--- src/rtl/sram_ctrl_pkg.sv ---
`timescale 1ns/1ps
package sram_ctrl_pkg;

  typedef enum logic [2:0] {
    ST_IDLE   = 3'd0,
    ST_RD     = 3'd1,
    ST_WTURN  = 3'd2,
    ST_WPULSE = 3'd3,
    ST_WHOLD  = 3'd4
  } sc_state_e;

  // active-high internal view of the memory controls
  typedef struct packed {
    logic sel;
    logic oe;
    logic we;
    logic drv;
  } sc_ctl_t;

  function automatic int unsigned cyc_of(int unsigned t_ps, int unsigned clk_ps);
    int unsigned c;
    c = (t_ps + clk_ps - 1) / clk_ps;
    return (c == 0) ? 1 : c;
  endfunction

  function automatic int unsigned max2(int unsigned a, int unsigned b);
    return (a > b) ? a : b;
  endfunction

endpackage

--- src/rtl/sram_ctrl_rst_sync.sv ---
`timescale 1ns/1ps
module sram_ctrl_rst_sync (
  input  logic clk,
  input  logic rst_n,
  output logic rst_sync_n
);

  logic [1:0] sync_q;

  always_ff @(posedge clk or negedge rst_n) begin
    if (!rst_n) sync_q <= 2'b00;
    else        sync_q <= {sync_q[0], 1'b1};
  end

  assign rst_sync_n = sync_q[1];

endmodule

--- src/rtl/sram_ctrl_fsm.sv ---
`timescale 1ns/1ps
module sram_ctrl_fsm
  import sram_ctrl_pkg::*;
#(
  parameter int unsigned N_RD = 18,
  parameter int unsigned N_WR = 18
)(
  input  logic    clk,
  input  logic    rst_n,
  input  logic    req,
  input  logic    req_wr,
  input  logic    turn_ok,
  output logic    start,
  output logic    rd_cap,
  output logic    ack,
  output sc_ctl_t ctl
);

  localparam int unsigned N_MAX = max2(N_RD, N_WR);
  localparam int unsigned CNT_W = (N_MAX > 1) ? $clog2(N_MAX) : 1;
  localparam logic [CNT_W-1:0] RD_LAST = CNT_W'(N_RD - 1);
  localparam logic [CNT_W-1:0] WR_LAST = CNT_W'(N_WR - 1);

  sc_state_e        state_q, state_d;
  logic [CNT_W-1:0] cnt_q, cnt_d;
  logic             cnt_en;
  logic             wr_done;
  logic             ack_q;
  sc_ctl_t          ctl_q, ctl_d;

  // next state and dwell counter
  always_comb begin
    state_d = state_q;
    cnt_d   = '0;
    cnt_en  = 1'b0;
    start   = 1'b0;
    rd_cap  = 1'b0;
    wr_done = 1'b0;
    unique case (state_q)
      ST_IDLE: begin
        if (req && !ack_q) begin
          start   = 1'b1;
          state_d = req_wr ? ST_WTURN : ST_RD;
        end
      end
      ST_RD: begin
        cnt_en = 1'b1;
        if (cnt_q == RD_LAST) begin
          rd_cap  = 1'b1;
          state_d = ST_IDLE;
        end else begin
          cnt_d = cnt_q + 1'b1;
        end
      end
      ST_WTURN: begin
        if (turn_ok) state_d = ST_WPULSE;
      end
      ST_WPULSE: begin
        cnt_en = 1'b1;
        if (cnt_q == WR_LAST) begin
          wr_done = 1'b1;
          state_d = ST_WHOLD;
        end else begin
          cnt_d = cnt_q + 1'b1;
        end
      end
      ST_WHOLD: state_d = ST_IDLE;
      default:  state_d = ST_IDLE;
    endcase
  end

  // controls are registered from the next state so they switch cleanly
  always_comb begin
    ctl_d.sel = (state_d != ST_IDLE);
    ctl_d.oe  = (state_d == ST_RD);
    ctl_d.we  = (state_d == ST_WPULSE);
    ctl_d.drv = (state_d == ST_WPULSE) || (state_d == ST_WHOLD);
  end

  always_ff @(posedge clk or negedge rst_n) begin
    if (!rst_n) begin
      state_q <= ST_IDLE;
      cnt_q   <= '0;
      ctl_q   <= '0;
      ack_q   <= 1'b0;
    end else begin
      state_q <= state_d;
      if (cnt_en || (state_q != state_d)) cnt_q <= cnt_d;
      ctl_q   <= ctl_d;
      ack_q   <= rd_cap | wr_done;
    end
  end

  assign ack = ack_q;
  assign ctl = ctl_q;

endmodule

--- src/rtl/sram_ctrl_turn.sv ---
`timescale 1ns/1ps
module sram_ctrl_turn #(
  parameter int unsigned N_TURN = 8
)(
  input  logic clk,
  input  logic rst_n,
  input  logic oe_on,
  output logic turn_ok
);

  localparam int unsigned HW = $clog2(N_TURN + 1);
  localparam logic [HW-1:0] HZ_FULL = HW'(N_TURN);

  logic [HW-1:0] hz_q, hz_d;
  logic          hz_en;

  assign turn_ok = (hz_q == HZ_FULL);

  always_comb begin
    hz_en = oe_on | ~turn_ok;
    hz_d  = oe_on ? '0 : hz_q + 1'b1;
  end

  always_ff @(posedge clk or negedge rst_n) begin
    if (!rst_n)     hz_q <= HZ_FULL;
    else if (hz_en) hz_q <= hz_d;
  end

endmodule

--- src/rtl/sram_ctrl_dpath.sv ---
`timescale 1ns/1ps
module sram_ctrl_dpath #(
  parameter int unsigned AW = 17,
  parameter int unsigned DW = 16
)(
  input  logic          clk,
  input  logic          rst_n,
  input  logic          start,
  input  logic          rd_cap,
  input  logic [AW-1:0] req_addr,
  input  logic [DW-1:0] req_wdata,
  input  logic [1:0]    req_be,
  input  logic [DW-1:0] mem_din,
  output logic [AW-1:0] addr_q,
  output logic [DW-1:0] wdata_q,
  output logic [1:0]    be_q,
  output logic [DW-1:0] rdata
);

  localparam int unsigned LANE_W = DW / 2;

  logic [DW-1:0] rdata_q, rdata_d;

  for (genvar g = 0; g < 2; g++) begin : g_lane
    assign rdata_d[g*LANE_W +: LANE_W] = be_q[g] ? mem_din[g*LANE_W +: LANE_W] : '0;
  end

  always_ff @(posedge clk or negedge rst_n) begin
    if (!rst_n) begin
      addr_q  <= '0;
      wdata_q <= '0;
      be_q    <= '0;
    end else if (start) begin
      addr_q  <= req_addr;
      wdata_q <= req_wdata;
      be_q    <= req_be;
    end
  end

  always_ff @(posedge clk or negedge rst_n) begin
    if (!rst_n)      rdata_q <= '0;
    else if (rd_cap) rdata_q <= rdata_d;
  end

  assign rdata = rdata_q;

endmodule

--- src/rtl/sram_async_ctrl.sv ---
`timescale 1ns/1ps
module sram_async_ctrl
  import sram_ctrl_pkg::*;
#(
  parameter int unsigned AW        = 17,
  parameter int unsigned DW        = 16,
  parameter int unsigned CLK_PS    = 4000,
  parameter int unsigned T_RC_PS   = 70000,
  parameter int unsigned T_AA_PS   = 70000,
  parameter int unsigned T_OE_PS   = 35000,
  parameter int unsigned T_BA_PS   = 70000,
  parameter int unsigned T_WC_PS   = 70000,
  parameter int unsigned T_CW_PS   = 70000,
  parameter int unsigned T_AW_PS   = 70000,
  parameter int unsigned T_WP_PS   = 35000,
  parameter int unsigned T_BW_PS   = 30000,
  parameter int unsigned T_DW_PS   = 30000,
  parameter int unsigned T_OHZ_PS  = 30000
)(
  input  logic          clk,
  input  logic          rst_n,
  input  logic          req,
  input  logic          req_wr,
  input  logic [AW-1:0] req_addr,
  input  logic [DW-1:0] req_wdata,
  input  logic [1:0]    req_be,
  output logic          ack,
  output logic [DW-1:0] rdata,
  output logic [AW-1:0] mem_addr,
  output logic [DW-1:0] mem_dout,
  output logic          mem_doe,
  input  logic [DW-1:0] mem_din,
  output logic          mem_cs1_n,
  output logic          mem_cs2,
  output logic          mem_we_n,
  output logic          mem_oe_n,
  output logic          mem_lb_n,
  output logic          mem_ub_n
);

  localparam int unsigned N_RD = max2(max2(cyc_of(T_RC_PS, CLK_PS), cyc_of(T_AA_PS, CLK_PS)),
                                      max2(cyc_of(T_OE_PS, CLK_PS), cyc_of(T_BA_PS, CLK_PS)));
  localparam int unsigned N_WR = max2(max2(max2(cyc_of(T_WC_PS, CLK_PS), cyc_of(T_CW_PS, CLK_PS)),
                                           max2(cyc_of(T_AW_PS, CLK_PS), cyc_of(T_WP_PS, CLK_PS))),
                                      max2(cyc_of(T_BW_PS, CLK_PS), cyc_of(T_DW_PS, CLK_PS)));
  localparam int unsigned N_TURN = cyc_of(T_OHZ_PS, CLK_PS);

  logic    rst_sync_n;
  logic    start, rd_cap, turn_ok;
  sc_ctl_t ctl;
  logic [1:0] be_q;

  sram_ctrl_rst_sync u_rst (
    .clk        (clk),
    .rst_n      (rst_n),
    .rst_sync_n (rst_sync_n)
  );

  sram_ctrl_fsm #(.N_RD(N_RD), .N_WR(N_WR)) u_fsm (
    .clk     (clk),
    .rst_n   (rst_sync_n),
    .req     (req),
    .req_wr  (req_wr),
    .turn_ok (turn_ok),
    .start   (start),
    .rd_cap  (rd_cap),
    .ack     (ack),
    .ctl     (ctl)
  );

  sram_ctrl_turn #(.N_TURN(N_TURN)) u_turn (
    .clk     (clk),
    .rst_n   (rst_sync_n),
    .oe_on   (ctl.oe),
    .turn_ok (turn_ok)
  );

  sram_ctrl_dpath #(.AW(AW), .DW(DW)) u_dpath (
    .clk       (clk),
    .rst_n     (rst_sync_n),
    .start     (start),
    .rd_cap    (rd_cap),
    .req_addr  (req_addr),
    .req_wdata (req_wdata),
    .req_be    (req_be),
    .mem_din   (mem_din),
    .addr_q    (mem_addr),
    .wdata_q   (mem_dout),
    .be_q      (be_q),
    .rdata     (rdata)
  );

  assign mem_cs1_n = ~ctl.sel;
  assign mem_cs2   =  ctl.sel;
  assign mem_oe_n  = ~ctl.oe;
  assign mem_we_n  = ~ctl.we;
  assign mem_doe   =  ctl.drv;
  assign mem_lb_n  = ~(ctl.sel & be_q[0]);
  assign mem_ub_n  = ~(ctl.sel & be_q[1]);

endmodule

--- config.mk ---
export PLATFORM = sky130hd
export DESIGN_NAME = sram_async_ctrl
export DESIGN_NICKNAME = d
export VERILOG_FILES = /design/src/rtl/sram_ctrl_pkg.sv /design/src/rtl/sram_ctrl_rst_sync.sv /design/src/rtl/sram_ctrl_fsm.sv /design/src/rtl/sram_ctrl_turn.sv /design/src/rtl/sram_ctrl_dpath.sv /design/src/rtl/sram_async_ctrl.sv
export SDC_FILE = /design/constraint.sdc
export NUM_CORES = 1
export LEC_CHECK = 0
export ABC_AREA = 1
export BUFFER_PORTS_ARGS = -buffer_cell sky130_fd_sc_hd__buf_2
export CORE_ASPECT_RATIO = 0.75
export CORE_MARGIN = 5
export CORE_UTILIZATION = 26
export CTS_CLUSTER_DIAMETER = 50
export CTS_CLUSTER_SIZE = 16
export DETAILED_ROUTE_END_ITERATION = 10
export SYNTH_ARGS = -nofsm -noshare
export SYNTH_HDL_FRONTEND = slang
export SYNTH_SLANG_ARGS = --single-unit
--- constraint.sdc ---
create_clock -name clk -period 3.1 [get_ports clk]
set_clock_uncertainty 0.15 [all_clocks]
set_input_delay 0.62 -clock clk [delete_from_list [all_inputs] [get_ports clk]]
set_output_delay 0.62 -clock clk [all_outputs]
set_load 0.02 [all_outputs]
==> run summary <==
Sequential cells account for 37.2% of the total power. The setup path with the least slack is of type register to register. For this run, the detailed router's first-pass iteration total came to 4. The core region area is around 11000 um2.

The floorplan row count came out at 34. The first-iteration detailed-routing DRC count came out at 69. The total setup buffers inserted after CTS is 0.

The number of max-slew violations in the final report is 0. Counting every instance in the synthesized netlist gives 245. The root buffer cell chosen for the clock tree is clkbuf_16. In this run the tool buffered the top-level ports with roughly 110 buffer cells. In this run, post-CTS repair resized a total of 0 instances. The combined area of the multi-input logic cells is 1060 um2. The total of warnings raised by yosys is 0.

The switching portion of total power came out at between 30 and 40%. For the final routed database, the setup TNS stands at 0 ns. The flow ran to the end, and the final reports show no timing, DRC or antenna violations. The post-synthesis to final-layout area growth came out at 34.1%. The number of H-tree levels came out at 3.

The number of cells in the design after placement is roughly 500. Of all nets on the critical path, the largest fanout is 35. The cts-stage hold buffer count came out at 1.

The effective utilization at floorplan is 26.2%. The estimated wirelength of the detail-placed design is 4880 um. The count of distinct cell types in the synthesized netlist came out at 30. At the pin with the least slew margin, the transition time is around 0.9 ns. The path class of the tightest hold or removal check is register to register. The least setup slack across all paths after layout came out at ~1.1 ns. The per-cell routed wire length came out at about 13 um. For this run, the total global-route usage over all layers was measured as 9.87%.

The congestion estimate from routability-driven global placement came to between 0.7 and 0.8. The via count of the routed design is about 2.1k. The number of antenna violations at the first check in global routing came out at 0. The final instance count without filler cells came out at 511. The area fraction of the dominant cell type after synthesis is between 50% and 60%. Data on the critical path arrives at its endpoint at 2.03 ns. The full die area came out at approximately 14000 um2.

Timing would allow up to between 500 and 600 MHz. The number of hold violations in the final report is 0. The internal portion of the total power is 2750 uW. The setup slack after placement is between 0.8 and 0.9 ns. The maximum number of pins on one net before global-route repair came out at 41. Yosys attributes the largest share of cell area to dfrtp_1 (58%), mux2_4 (15%), inv_1 (4.0%), nand3_1 (3.7%), nand2_1 (3.1%). In the layout the commonest cells are buf_2 (111), dfrtp_1 (68), inv_1 (32). The number of nets in the synthesized netlist is 304. The total power is between 4000 and 5000 uW.

The worst setup path is launched from a register. The floorplan step set the die height to 103 um. The post-detailed-route count of antenna-violating nets came out at 0. In the final layout, the share of cells above drive strength 1 is between 40% and 50%. Registers take 1750 um2. Of the synthesized area, sequential elements account for about three fifths.

The post-synthesis cell area came out at 2990 um2. Counting every sink on the clock net gives 70. The number of nets in the final layout came out at between 400 and 500. The share of synthesized registers carrying an async set or reset is 100%. Setup repair after global routing left no endpoint under its margin. After routing the design area is around 4000 um2.

Synthesis inferred 70 register bits. The via density per instance is about 4.2. The count of fill cells added during filler insertion is between 1k and 1.5k. The mean instance size in the synthesized netlist is ~12 um2. The data required time at the worst endpoint came out at 3.16 ns. The worst setup path is captured at a register. The total cell area at the placement stage came out at roughly 3700 um2.

Clock-pin slew was measured on the worst setup and hold paths at 0.06 ns. The max-cap check violation count came out at 0. The clock network accounts for between 20% and 30% of the total power. The source-to-sink clock delay at the later pin of the worst-skew pair is 0.33 ns.

Counting flops with a built-in enable in the synthesized netlist gives 0. Setup violations remaining at the end of the flow were counted as 0. The max-slew headroom at the worst pin came out at 41.7%. For this block, the routed nets add up to 6500 um of wire.

For this design the ratio of total power to cell area is between 1000 and 1500 nW/um2. TritonCTS created 9 clock buffers. The floorplan step set the die width to 134 um.

The cell leakage power is 0.00215 uW. Pin placement for this block handled ~110 I/O pins. The time the final worst path needs with I/O delays and setup is between 1.5 and 2 ns. The number of global-route vias before repair is about 2.2k. The combinational share of power came out at about 38%. The TritonCTS clock tree is built. The first global-routing pass estimated about 11000 um of wire. The worst ir drop on vdd came out at between 400 and 500 uV. Leaving out fill and tap cells, the most frequent cell in the layout is buf_2. dfrtp_1 takes more of the synthesized area than any other cell. No sink is reached through more buffers than the 2 on the longest clock path. Summed over all nets, the switching power comes to approximately 1600 uW. The part of the cycle the worst path needs came out at 63.5%. For this run, the leading register cell type out of synthesis is dfrtp_1. The number of diodes came out at 0.

The sum of overflow across all layers after global routing came out at 0. The number of DRC violations after detailed routing is 0.
critical path, cell delays in order (launching register included):
cell	delay [ns]
dfrtp_1	0.43
nor2_4	0.21
nand3_4	0.52
mux2_4	0.51
flip-flops by register name (all words and copies together), names as in the netlist:
signal,count
u_dpath.wdata_q,16
u_rst.sync_q,2
u_fsm.ctl,4
u_fsm.ack,1
u_dpath.be_q,2
u_turn.hz_q,4
u_fsm.cnt_q,5
u_dpath.addr_q,17
u_fsm.state_q,3
u_dpath.rdata,16
power by group through the flow:
| stage | combinational (uW) | sequential (uW) | clock (uW) |
|---|---|---|---|
| 3_5_place_dp | 1680 | 1630 | 0 |
| 5_1_grt | 1790 | 1680 | 1150 |
| 6_report | 1650 | 1620 | 1080 |
| 4_1_cts | 1680 | 1620 | 1120 |
| 2_1_floorplan | 829 | 1930 | 0 |
| 3_3_place_gp | 1640 | 1620 | 0 |
per-layer routing:
layer  global-route usage, %  wire length [um]  up-vias
li1                        -                 -     1038
met1                    12.1              2890     1005
met2                    15.9              2950       79
met3                    4.15               576        9
met4                    3.32                89        0
met5                       0                 0        -
per-stage QoR:
stage | util [%] | hold slack, ns
after CTS | 35.1 | 0.204
after floorplan | - | 0.174
final | 35.1 | 0.200
after global placement | 32.3 | 0.187
after global routing | 35.1 | 0.223
after detailed placement | 32.3 | 0.189
kinds of logic (layout without fill, tap and decap cells):
kind of cell | count (synthesis) | in the layout | share of synthesized area [%]
buffers and inverters | 41 | 163 | 6.18
muxes | 35 | 35 | 16.9
xor gates and xnor gates | 3 | 3 | 0.878
adders and majority gates | 4 | 4 | 1.67
and+or+nand+nor | 70 | 70 | 12.0
DFF | 70 | 70 | 58.5
AOI/OAI and AO/OA | 21 | 21 | 3.72
other | 1 | 1 | 0.125
worst paths after layout:
kind / cells past startpoint / to / slack [ns] / from
max reg2reg: 3 / u_dpath.addr_q[12] / 1.13 / u_fsm.state_q[0]
max: 3 / u_dpath.addr_q[12] / 1.13 / u_fsm.state_q[0]
min reg2reg: 0 / u_rst.sync_q[1] / 0.20 / u_rst.sync_q[0]
min in group asynchronous: 0 / u_dpath.addr_q[1] / 0.23 / u_rst.sync_q[1]
min: 0 / u_rst.sync_q[1] / 0.20 / u_rst.sync_q[0]
max in group asynchronous: 1 / u_turn.hz_q[3] / 1.78 / u_rst.sync_q[1]
layout make-up:
class / instances / area share (%)
Tap cell: 144 / 4.49
Multi-Input combinational cell: 134 / 26.3
Timing Repair Buffer: 115 / 14.7
Inverter: 33 / 3.09
Sequential cell: 70 / 43.7
Clock buffer: 9 / 5.61
Clock inverter: 6 / 2.15
synthesized netlist by cell type (2+ instances only):
cell,number
dfrtp_1,69
inv_1,32
mux2_4,30
nand2_1,25
nand3_1,22
o21ai_0,16
nor2_1,7
mux2_2,5
nand4_1,5
ha_1,4
buf_6,3
nor2_2,3
xor2_1,3
buf_4,2
clkbuf_1,2
nor3_1,2
o21ai_1,2
Note: power is estimated with default switching activity, not from simulation.
